`config.mk`:
```
export PLATFORM = sky130hd
export DESIGN_NAME = mp_addr_match
export DESIGN_NICKNAME = d
export VERILOG_FILES = /design/src/rtl/mpa_pkg.sv /design/src/rtl/mpa_cfg_regs.sv /design/src/rtl/mpa_masked_cmp.sv /design/src/rtl/mpa_accept.sv /design/src/rtl/mp_addr_match.sv
export SDC_FILE = /design/constraint.sdc
export NUM_CORES = 1
export LEC_CHECK = 0
export ABC_AREA = 1
export ABC_CLOCK_PERIOD_IN_PS = 1400
export BUFFER_PORTS_ARGS = -buffer_cell sky130_fd_sc_hd__buf_2
export CORE_ASPECT_RATIO = 0.7
export CORE_MARGIN = 3
export CORE_UTILIZATION = 54
export CTS_BUF_LIST = sky130_fd_sc_hd__clkbuf_4
export DETAILED_ROUTE_END_ITERATION = 10
export GPL_ROUTABILITY_DRIVEN = 0
export PLACE_DENSITY = 0.84
export SYNTH_ARGS = -nofsm -noshare
export SYNTH_HDL_FRONTEND = slang
export SYNTH_SLANG_ARGS = --single-unit
```
`constraint.sdc`:
```
create_clock -name clk -period 1.4 [get_ports clk]
set_input_delay 0.21 -clock clk [delete_from_list [all_inputs] [get_ports clk]]
set_output_delay 0.21 -clock clk [all_outputs]
set_load 0.02 [all_outputs]
```
`src/rtl/mpa_pkg.sv`:
```
// Package: shared types and constants for the multiprocessor address recognizer.
// Assumes: register select is a single bit; byte width defaults to eight.
package mpa_pkg;

    localparam int unsigned DEF_BYTE_W = 8;

    // Register select encoding on the configuration port.
    typedef enum logic {
        CFG_ADDR = 1'b0,
        CFG_MASK = 1'b1
    } cfg_sel_e;

    // Comparison flavour chosen by a comparator instance.
    typedef enum int unsigned {
        CMP_INDIVIDUAL = 0,
        CMP_BROADCAST  = 1
    } cmp_kind_e;

    // Per-frame match results from both comparators.
    typedef struct packed {
        logic individual;
        logic broadcast;
    } match_t;

endpackage

```
`src/rtl/mpa_cfg_regs.sv`:
```
// Module: holds the node address and enable mask registers.
// Assumes: synchronous active-low reset clears both; one write per cycle.
module mpa_cfg_regs
    import mpa_pkg::*;
#(
    parameter int unsigned BYTE_W = DEF_BYTE_W
) (
    input  logic              clk,
    input  logic              rst_n,
    input  logic              we,
    input  logic              sel,
    input  logic [BYTE_W-1:0] wdata,
    output logic [BYTE_W-1:0] addr_q,
    output logic [BYTE_W-1:0] mask_q
);

    logic addr_wr;
    logic mask_wr;

    // Decode the write strobe onto one of the two registers.
    always_comb begin
        addr_wr = we && (cfg_sel_e'(sel) == CFG_ADDR);
        mask_wr = we && (cfg_sel_e'(sel) == CFG_MASK);
    end

    // Address register storage.
    always_ff @(posedge clk) begin
        if (!rst_n)       addr_q <= '0;
        else if (addr_wr) addr_q <= wdata;
    end

    // Mask register storage.
    always_ff @(posedge clk) begin
        if (!rst_n)       mask_q <= '0;
        else if (mask_wr) mask_q <= wdata;
    end

endmodule

```
`src/rtl/mpa_masked_cmp.sv`:
```
// Module: per-bit masked comparison of a received byte against a pattern.
// KIND selects the individual pattern (mask bits are the care bits, address
// bits are the reference) or the broadcast pattern (OR of address and mask
// gives the care bits, the reference is all ones). Purely combinational.
module mpa_masked_cmp
    import mpa_pkg::*;
#(
    parameter int unsigned BYTE_W = DEF_BYTE_W,
    parameter cmp_kind_e   KIND   = CMP_INDIVIDUAL
) (
    input  logic [BYTE_W-1:0] addr,
    input  logic [BYTE_W-1:0] mask,
    input  logic [BYTE_W-1:0] rx,
    output logic              hit
);

    logic [BYTE_W-1:0] care;
    logic [BYTE_W-1:0] refv;
    logic [BYTE_W-1:0] bit_ok;

    // Build the care bits and the reference value for the chosen flavour.
    generate
        if (KIND == CMP_INDIVIDUAL) begin : g_indiv
            assign care = mask;
            assign refv = addr;
        end else begin : g_bcast
            assign care = addr | mask;
            assign refv = {BYTE_W{1'b1}};
        end
    endgenerate

    // One cell per bit: satisfied when the bit is free or equal to the reference.
    generate
        for (genvar i = 0; i < BYTE_W; i++) begin : g_bit
            assign bit_ok[i] = !care[i] || (rx[i] == refv[i]);
        end
    endgenerate

    // A hit needs every bit cell satisfied.
    always_comb hit = &bit_ok;

endmodule

```
`src/rtl/mpa_accept.sv`:
```
// Module: turns match results into the acceptance pulse and selection state.
// Assumes: inputs are valid in the cycle rx_valid is high; outputs registered.
module mpa_accept
    import mpa_pkg::*;
#(
    parameter int unsigned BYTE_W = DEF_BYTE_W
) (
    input  logic              clk,
    input  logic              rst_n,
    input  logic              rx_valid,
    input  logic              rx_ninth,
    input  logic [BYTE_W-1:0] rx_byte,
    input  match_t            match,
    input  logic              recog_on,
    output logic              hit,
    output logic [BYTE_W-1:0] hit_byte,
    output logic              hit_is_addr,
    output logic              selected
);

    logic addr_match;
    logic accept_now;

    // Decide acceptance for the frame present this cycle.
    always_comb begin
        addr_match = match.individual || match.broadcast;
        if (!rx_valid)     accept_now = 1'b0;
        else if (rx_ninth) accept_now = addr_match;
        else               accept_now = !recog_on || selected;
    end

    // One-cycle pulse for an accepted frame.
    always_ff @(posedge clk) begin
        if (!rst_n) hit <= 1'b0;
        else        hit <= accept_now;
    end

    // Capture the contents of each accepted frame.
    always_ff @(posedge clk) begin
        if (!rst_n) begin
            hit_byte    <= '0;
            hit_is_addr <= 1'b0;
        end else if (accept_now) begin
            hit_byte    <= rx_byte;
            hit_is_addr <= rx_ninth;
        end
    end

    // Each address frame replaces the selection with its own result.
    always_ff @(posedge clk) begin
        if (!rst_n)                     selected <= 1'b0;
        else if (rx_valid && rx_ninth)  selected <= addr_match;
    end

endmodule

```
`src/rtl/mp_addr_match.sv`:
```
// Module: top of the multiprocessor address recognizer.
// Combines the register file, the individual and broadcast comparators and the
// acceptance stage. Assumes one frame at most per cycle from the receiver.
module mp_addr_match
    import mpa_pkg::*;
#(
    parameter int unsigned BYTE_W = DEF_BYTE_W
) (
    input  logic              clk,
    input  logic              rst_n,
    input  logic              cfg_we,
    input  logic              cfg_sel,
    input  logic [BYTE_W-1:0] cfg_wdata,
    input  logic              rx_valid,
    input  logic [BYTE_W-1:0] rx_byte,
    input  logic              rx_ninth,
    output logic              hit_o,
    output logic [BYTE_W-1:0] hit_byte_o,
    output logic              hit_is_addr_o,
    output logic              selected_o
);

    logic [BYTE_W-1:0] cfg_addr;
    logic [BYTE_W-1:0] cfg_mask;
    match_t            match;
    logic              recog_on;

    mpa_cfg_regs #(.BYTE_W(BYTE_W)) u_regs (
        .clk    (clk),
        .rst_n  (rst_n),
        .we     (cfg_we),
        .sel    (cfg_sel),
        .wdata  (cfg_wdata),
        .addr_q (cfg_addr),
        .mask_q (cfg_mask)
    );

    mpa_masked_cmp #(.BYTE_W(BYTE_W), .KIND(CMP_INDIVIDUAL)) u_indiv (
        .addr (cfg_addr),
        .mask (cfg_mask),
        .rx   (rx_byte),
        .hit  (match.individual)
    );

    mpa_masked_cmp #(.BYTE_W(BYTE_W), .KIND(CMP_BROADCAST)) u_bcast (
        .addr (cfg_addr),
        .mask (cfg_mask),
        .rx   (rx_byte),
        .hit  (match.broadcast)
    );

    // Recognition is active once either register holds a one.
    always_comb recog_on = |{cfg_addr, cfg_mask};

    mpa_accept #(.BYTE_W(BYTE_W)) u_accept (
        .clk         (clk),
        .rst_n       (rst_n),
        .rx_valid    (rx_valid),
        .rx_ninth    (rx_ninth),
        .rx_byte     (rx_byte),
        .match       (match),
        .recog_on    (recog_on),
        .hit         (hit_o),
        .hit_byte    (hit_byte_o),
        .hit_is_addr (hit_is_addr_o),
        .selected    (selected_o)
    );

endmodule

```
Word level (Yosys, flattened, before mapping)
Cells that the tools add are included.

storage, ports and cells
  flip-flop bits (word level) = 27
  input bits = 22
  output and inout port bits = 11
  logic and storage cells = 59

cells by class
  equal/unequal tests = 8
  muxes and demuxes = 2
  bitwise logic cells = 2
  reductions and logical operators = 41

operators by type and width
  kind               count
  $logic_or 1x1->1   18
  $logic_not 1->1    17
  $reduce_and 8->1   2
  $reduce_or 16->1   1
  $eq 1x1->1         8
  $or 8x8->8         1
  $logic_and 1x1->1  3
  $mux 1             2
  $not 1->1          1

Logic depth before layout (Yosys ltp)
  word-level depth = 7
  mapped depth = 13
  mapped depth without buffers = 12

Hierarchy
Synthesis repeated with hierarchy kept, for this count alone.

second synthesis, totals
  cell total of the unflattened synthesis = 239
  area total of the unflattened synthesis = 1515.2 µm²

modules (own cells, without submodules)
  module                    instances  cells an instance  area each (µm²)  sequential area each (µm²)
  mpa_cfg_regs              1          88                 709.4            320.3
  mpa_accept                1          71                 500.5            220.2
  mpa_masked_cmp (u_indiv)  1          42                 162.7            0.0
  mpa_masked_cmp (u_bcast)  1          23                 86.3             0.0
  mp_addr_match             1          15                 56.3             0.0

Worst setup path after synthesis
No wires, ideal clock.

  path kind = register to register
  from = register u_regs.addr_q[5]
  to = register u_accept.hit_byte[0]
  setup time = 115 ps
  arrival time = 1142 ps
  required time = 1285 ps
  path slack = 143 ps
  cell stages (with the launch flop) = 13
  buffers on the path = 1
  period minus slack after synthesis = 1257 ps
  cells stage by stage = dfxtp_1 > inv_1 > nand2_1 > nand3_1 > nand2_1 > nor2_1 > nand2_1 > nand2_2 > nand2_2 > nand2_4 > buf_6 > a21oi_1 > nor2_1

between the ends
  word-level cells in the longest chain between the ends = 7
  elaborated cells between the ends (all ways) = 13
  classes of those cells = eq/ne (1); mux (2); bitwise (1); reduce/logical (9)

ends and longest elaborated chain
  what                      line                  source
  start: declaration        mpa_cfg_regs.sv:13    output logic [BYTE_W-1:0] addr_q,
  start signal: assignment  mpa_cfg_regs.sv:29    else if (addr_wr) addr_q <= wdata;
  $or 8x8->8                mpa_masked_cmp.sv:27  assign care = addr | mask;
  $logic_not 1->1           mpa_masked_cmp.sv:35  assign bit_ok[i] = !care[i] || (rx[i] == refv[i]);
  $logic_or 1x1->1          mpa_masked_cmp.sv:35
  $reduce_and 8->1          mpa_masked_cmp.sv:40  always_comb hit = &bit_ok;
  $logic_or 1x1->1          mpa_accept.sv:26      addr_match = match.individual || match.broadcast;
  $mux 1 *                  mpa_accept.sv:28      else if (rx_ninth) accept_now = addr_match;
  $mux 1 *                  mpa_accept.sv:27      if (!rx_valid) accept_now = 1'b0;
  end signal: assignment    mpa_accept.sv:44      hit_byte <= rx_byte;
  end: declaration          mpa_accept.sv:16      output logic [BYTE_W-1:0] hit_byte,

Every way passes the cells marked *; elsewhere a longest branch is shown, timed or not.
A chain may end at the register's enable or synchronous reset.

Worst setup path after layout
  from = register u_regs.mask_q[0]
  to = register u_accept.hit_byte[3]

between the ends
  word-level cells in the longest chain between the ends = 7
  elaborated cells between the ends (all ways) = 13
  classes of those cells = mux (2); bitwise (1); reduce/logical (10)

ends and longest elaborated chain
  what                      line                  source
  start: declaration        mpa_cfg_regs.sv:14    output logic [BYTE_W-1:0] mask_q
  start signal: assignment  mpa_cfg_regs.sv:35    else if (mask_wr) mask_q <= wdata;
  $or 8x8->8                mpa_masked_cmp.sv:27
  $logic_not 1->1           mpa_masked_cmp.sv:35
  $logic_or 1x1->1          mpa_masked_cmp.sv:35
  $reduce_and 8->1          mpa_masked_cmp.sv:40
  $logic_or 1x1->1          mpa_accept.sv:26
  $mux 1 *                  mpa_accept.sv:28
  $mux 1 *                  mpa_accept.sv:27

Marked as above.

==> impl_results.md <==
* Status: complete, but fails checks
* Failing checks: negative setup slack
* Clock Skew at 0.005196 ns
* Vias in the first global route at 1175
* Crit-path slowest cell: dfxtp_1
* Detailed Route WL at 3286 um
* Total Power at 1.722 mW
* Residual DRC count at 0
* Final Critical Period at 1.444 ns
* Fill cells at 187
* Slew Viols, Final at 0
* Nets at 252
* WHS Endpoint: u_regs.mask_q[0]$_SDFFE_PN0P_
* Die Span Y at 47.01 um
* Clk Latency, worst-skew pair at 0.33 ns
* Final period util at 1.032
* Hold/Removal Path Class: primary input to flip-flop
* Wire per inst at 12.59 um
* HP Start: cfg_wdata[0]
* CTS buffer count at 3
* Total track usage at 0.2142
* CTS Root Cell: clkbuf_4
* PortBufs at 32
* Req. time, crit path at 1.64 ns
* Clock sink count at 27
* CP startpoint kind: flip-flop
* Arr. time, crit path at 1.68 ns
* Final number of setup-violating endpoints at 6
* CP delay by family, top: simple AND/OR/NAND/NOR gates
* HPWL Detailed at 2401 um
* Die area at 3036 um2
* Setup crit end kind: flip-flop
* Pin count of the biggest net entering global routing at 26
* Vias at 1372
* Global route overflow at 0
* VDD IR max at 773.6 uV
* Fmax at 692.3 MHz
* Mean Syn Cell Area at 6.688 um2
* Yosys reg bits at 27
* Reg2reg path depth at 9
* DRT Pass-1 Iters at 5
* FF-to-FF Start: u_regs.mask_q[0]$_SDFFE_PN0P_
* Syn nets at 216
* Buf/Inv on CP at 0
* Reg clk slew, reported paths at 0.14 ns
* CTS max path bufs at 2
* Max-Cap Viols at 0
* Worst setup margin at -0.04450 ns
* Crit Path Class: flip-flop to flip-flop
* CTS tree: built
* Worst rel slew slack at 0.6938
* Placement Rows at 14
* Core Region at 2207 um2
* Top FF cell, synth: dfxtp_1
* Slowest Stage Delay on Critical Path at 0.39 ns
* Via density at 5.257
* Worst slew pin tran at 0.4588 ns
* DIE WIDTH at 64.59 um
* Crit-path most repeated cell: nor2_1
* Number of enable flip-flop cells after synthesis at 0
* Hold Vio Cnt, Final at 0
* Dpl ws at -0.001494 ns
* Sequential area share after synthesis at 0.4166
* Initial core utilization at 0.5879
* PD cells at 1068 nW/um2
* WHS Path Cells at 3
* First-pass GRT wire length at 4954 um
* Initial antenna violation count at 0
* First DRT Iteration DRCs at 88
* # IOs at 33
* Worst r2r dst: u_accept.hit_byte[3]$_SDFFE_PN0P_
* Worst-path fanout max at 8
* FFs w/ async S/R, synth at 0
* Post-DRT Antenna Nets at 0
* Leakage at 0.7708 nW
* Share of layout cells above drive strength 1 at 0.3013
* Flop2flop setup slack at -0.04 ns
* Antenna Cells at 0
* Area Overhead vs Synth at 24.30%
* Post-Syn Area at 1297 um2
* Synth warn at 0
* RSZ-0062 raised after global routing: yes
* Max H-tree Level at 1
* Post-Syn Instances at 194
* Count of cell types in the netlist at 19
* Post-Layout Cell Count at 261
* Worst path cell trace: nor2_1, o21ai_0, nor2_1, nand2_1, nand2_2, nand2_4, nand2_8, a21oi_1, nor2_1
* Dpl cells at 253
[cells by family (layout without fill, tap and decap cells)]
| kind of cell | Yosys count | count (layout) | synth area share |
|---|---|---|---|
| simple gates | 97 | 99 | 0.3173 |
| compound gates | 43 | 43 | 0.1736 |
| flops | 27 | 27 | 0.4166 |
| buf+inv | 27 | 60 | 0.09258 |
[layout make-up]
cell class / instances / area, um2 / share of cell area
tap: 32 / 40.04 / 0.02483
timing repair buffer: 35 / 182.7 / 0.1133
multi-input combinational: 142 / 732.0 / 0.4538
clock buffer: 4 / 30.03 / 0.01862
inverter: 21 / 78.83 / 0.04887
sequential: 27 / 549.3 / 0.3406
[cells in the final DEF, fill, tap and decap left out, drive strengths merged]
cell    synthesis  final
nand4           2      2
o21ai          24     24
dfxtp          27     27
clkbuf          2      4
a21oi          18     18
buf             4     35
nand2          39     41
inv            21     21
o21bai          1      1
nand3          18     18
nor2           38     38
[metal layers]
layer / up-vias / global-route usage / routed length [um]
li1: 699 / - / -
met1: 624 / 0.2533 / 1391
met3: 8 / 0.05263 / 176
met2: 41 / 0.3914 / 1653
met4: 0 / 0.07983 / 65
met5: - / 0 / 0
[how the worst max path moves through the flow]
stage               slack (ns)  cells after the start                     startpoint                                end
detailed placement      -0.001                     13                     rx_byte[6]  u_accept.hit_byte[5]$_SDFFE_PN0P_
floorplan                 0.14                     12  u_regs.addr_q[5]$_SDFFE_PN0P_  u_accept.hit_byte[0]$_SDFFE_PN0P_
CTS                      0.003                     12  u_regs.addr_q[5]$_SDFFE_PN0P_  u_accept.hit_byte[5]$_SDFFE_PN0P_
finish                   -0.04                      9  u_regs.mask_q[0]$_SDFFE_PN0P_  u_accept.hit_byte[3]$_SDFFE_PN0P_
global placement          0.06                      8  u_regs.addr_q[0]$_SDFFE_PN0P_  u_accept.hit_byte[4]$_SDFFE_PN0P_
global route             -0.15                     12  u_regs.addr_q[1]$_SDFFE_PN0P_  u_accept.hit_byte[2]$_SDFFE_PN0P_
[Yosys cell counts, types with 2 or more instances]
library cell / number / area [um2]
buf_6: 2 / 22.52
nand3_1: 17 / 85.08
nand4_1: 2 / 12.51
inv_1: 21 / 78.83
a21oi_1: 16 / 80.08
nand2_2: 2 / 12.51
nor2_1: 37 / 138.9
a21oi_2: 2 / 17.52
o21ai_0: 19 / 95.09
o21ai_1: 5 / 25.02
clkbuf_1: 2 / 7.510
nand2_1: 36 / 135.1
dfxtp_1: 27 / 540.5
[sequential cells by signal, indices dropped and copies added, names as in the netlist]
signal and cells:
u_regs.mask_q 8, u_accept.hit_byte 8, u_accept.hit 1, u_accept.hit_is_addr 1
u_accept.selected 1, u_regs.addr_q 8
[worst reg2reg max path, cell delays in order, from the launching register on]
cell	delay [ns]
dfxtp_1	0.39
nor2_1	0.07
o21ai_0	0.21
nor2_1	0.07
nand2_1	0.07
nand2_2	0.07
nand2_4	0.15
nand2_8	0.09
a21oi_1	0.16
nor2_1	0.07
[power breakdown]
part | internal, mW | switching, mW
Clock | 0.131 | 0.230
Combinational | 0.179 | 0.298
Sequential | 0.835 | 0.0484
Total | 1.15 | 0.576
[timing repair]
action | in CTS | in global routing
hold buffers | 0 | 0
setup endpoints to repair | 2 | 10
pin swaps | 0 | 11
setup buffers | 0 | 2
gates resized for setup | 2 | 23
gates cloned | 0 | 2
[per-stage QoR]
| step | TNS, ns | area, um2 | hold WS (ns) | util |
|---|---|---|---|---|
| CTS | 0 | 1505 | 0.1389 | 0.6820 |
| global placement | 0 | 1464 | 0.4474 | 0.6633 |
| floorplan | 0 | 1297 | 0.3484 | - |
| finish | -0.1325 | 1613 | 0.1350 | 0.7307 |
| global route | -1.168 | 1613 | 0.1590 | 0.7307 |
| detailed placement | -0.001494 | 1464 | 0.4646 | 0.6633 |
Power figures use the tool's default switching activity.
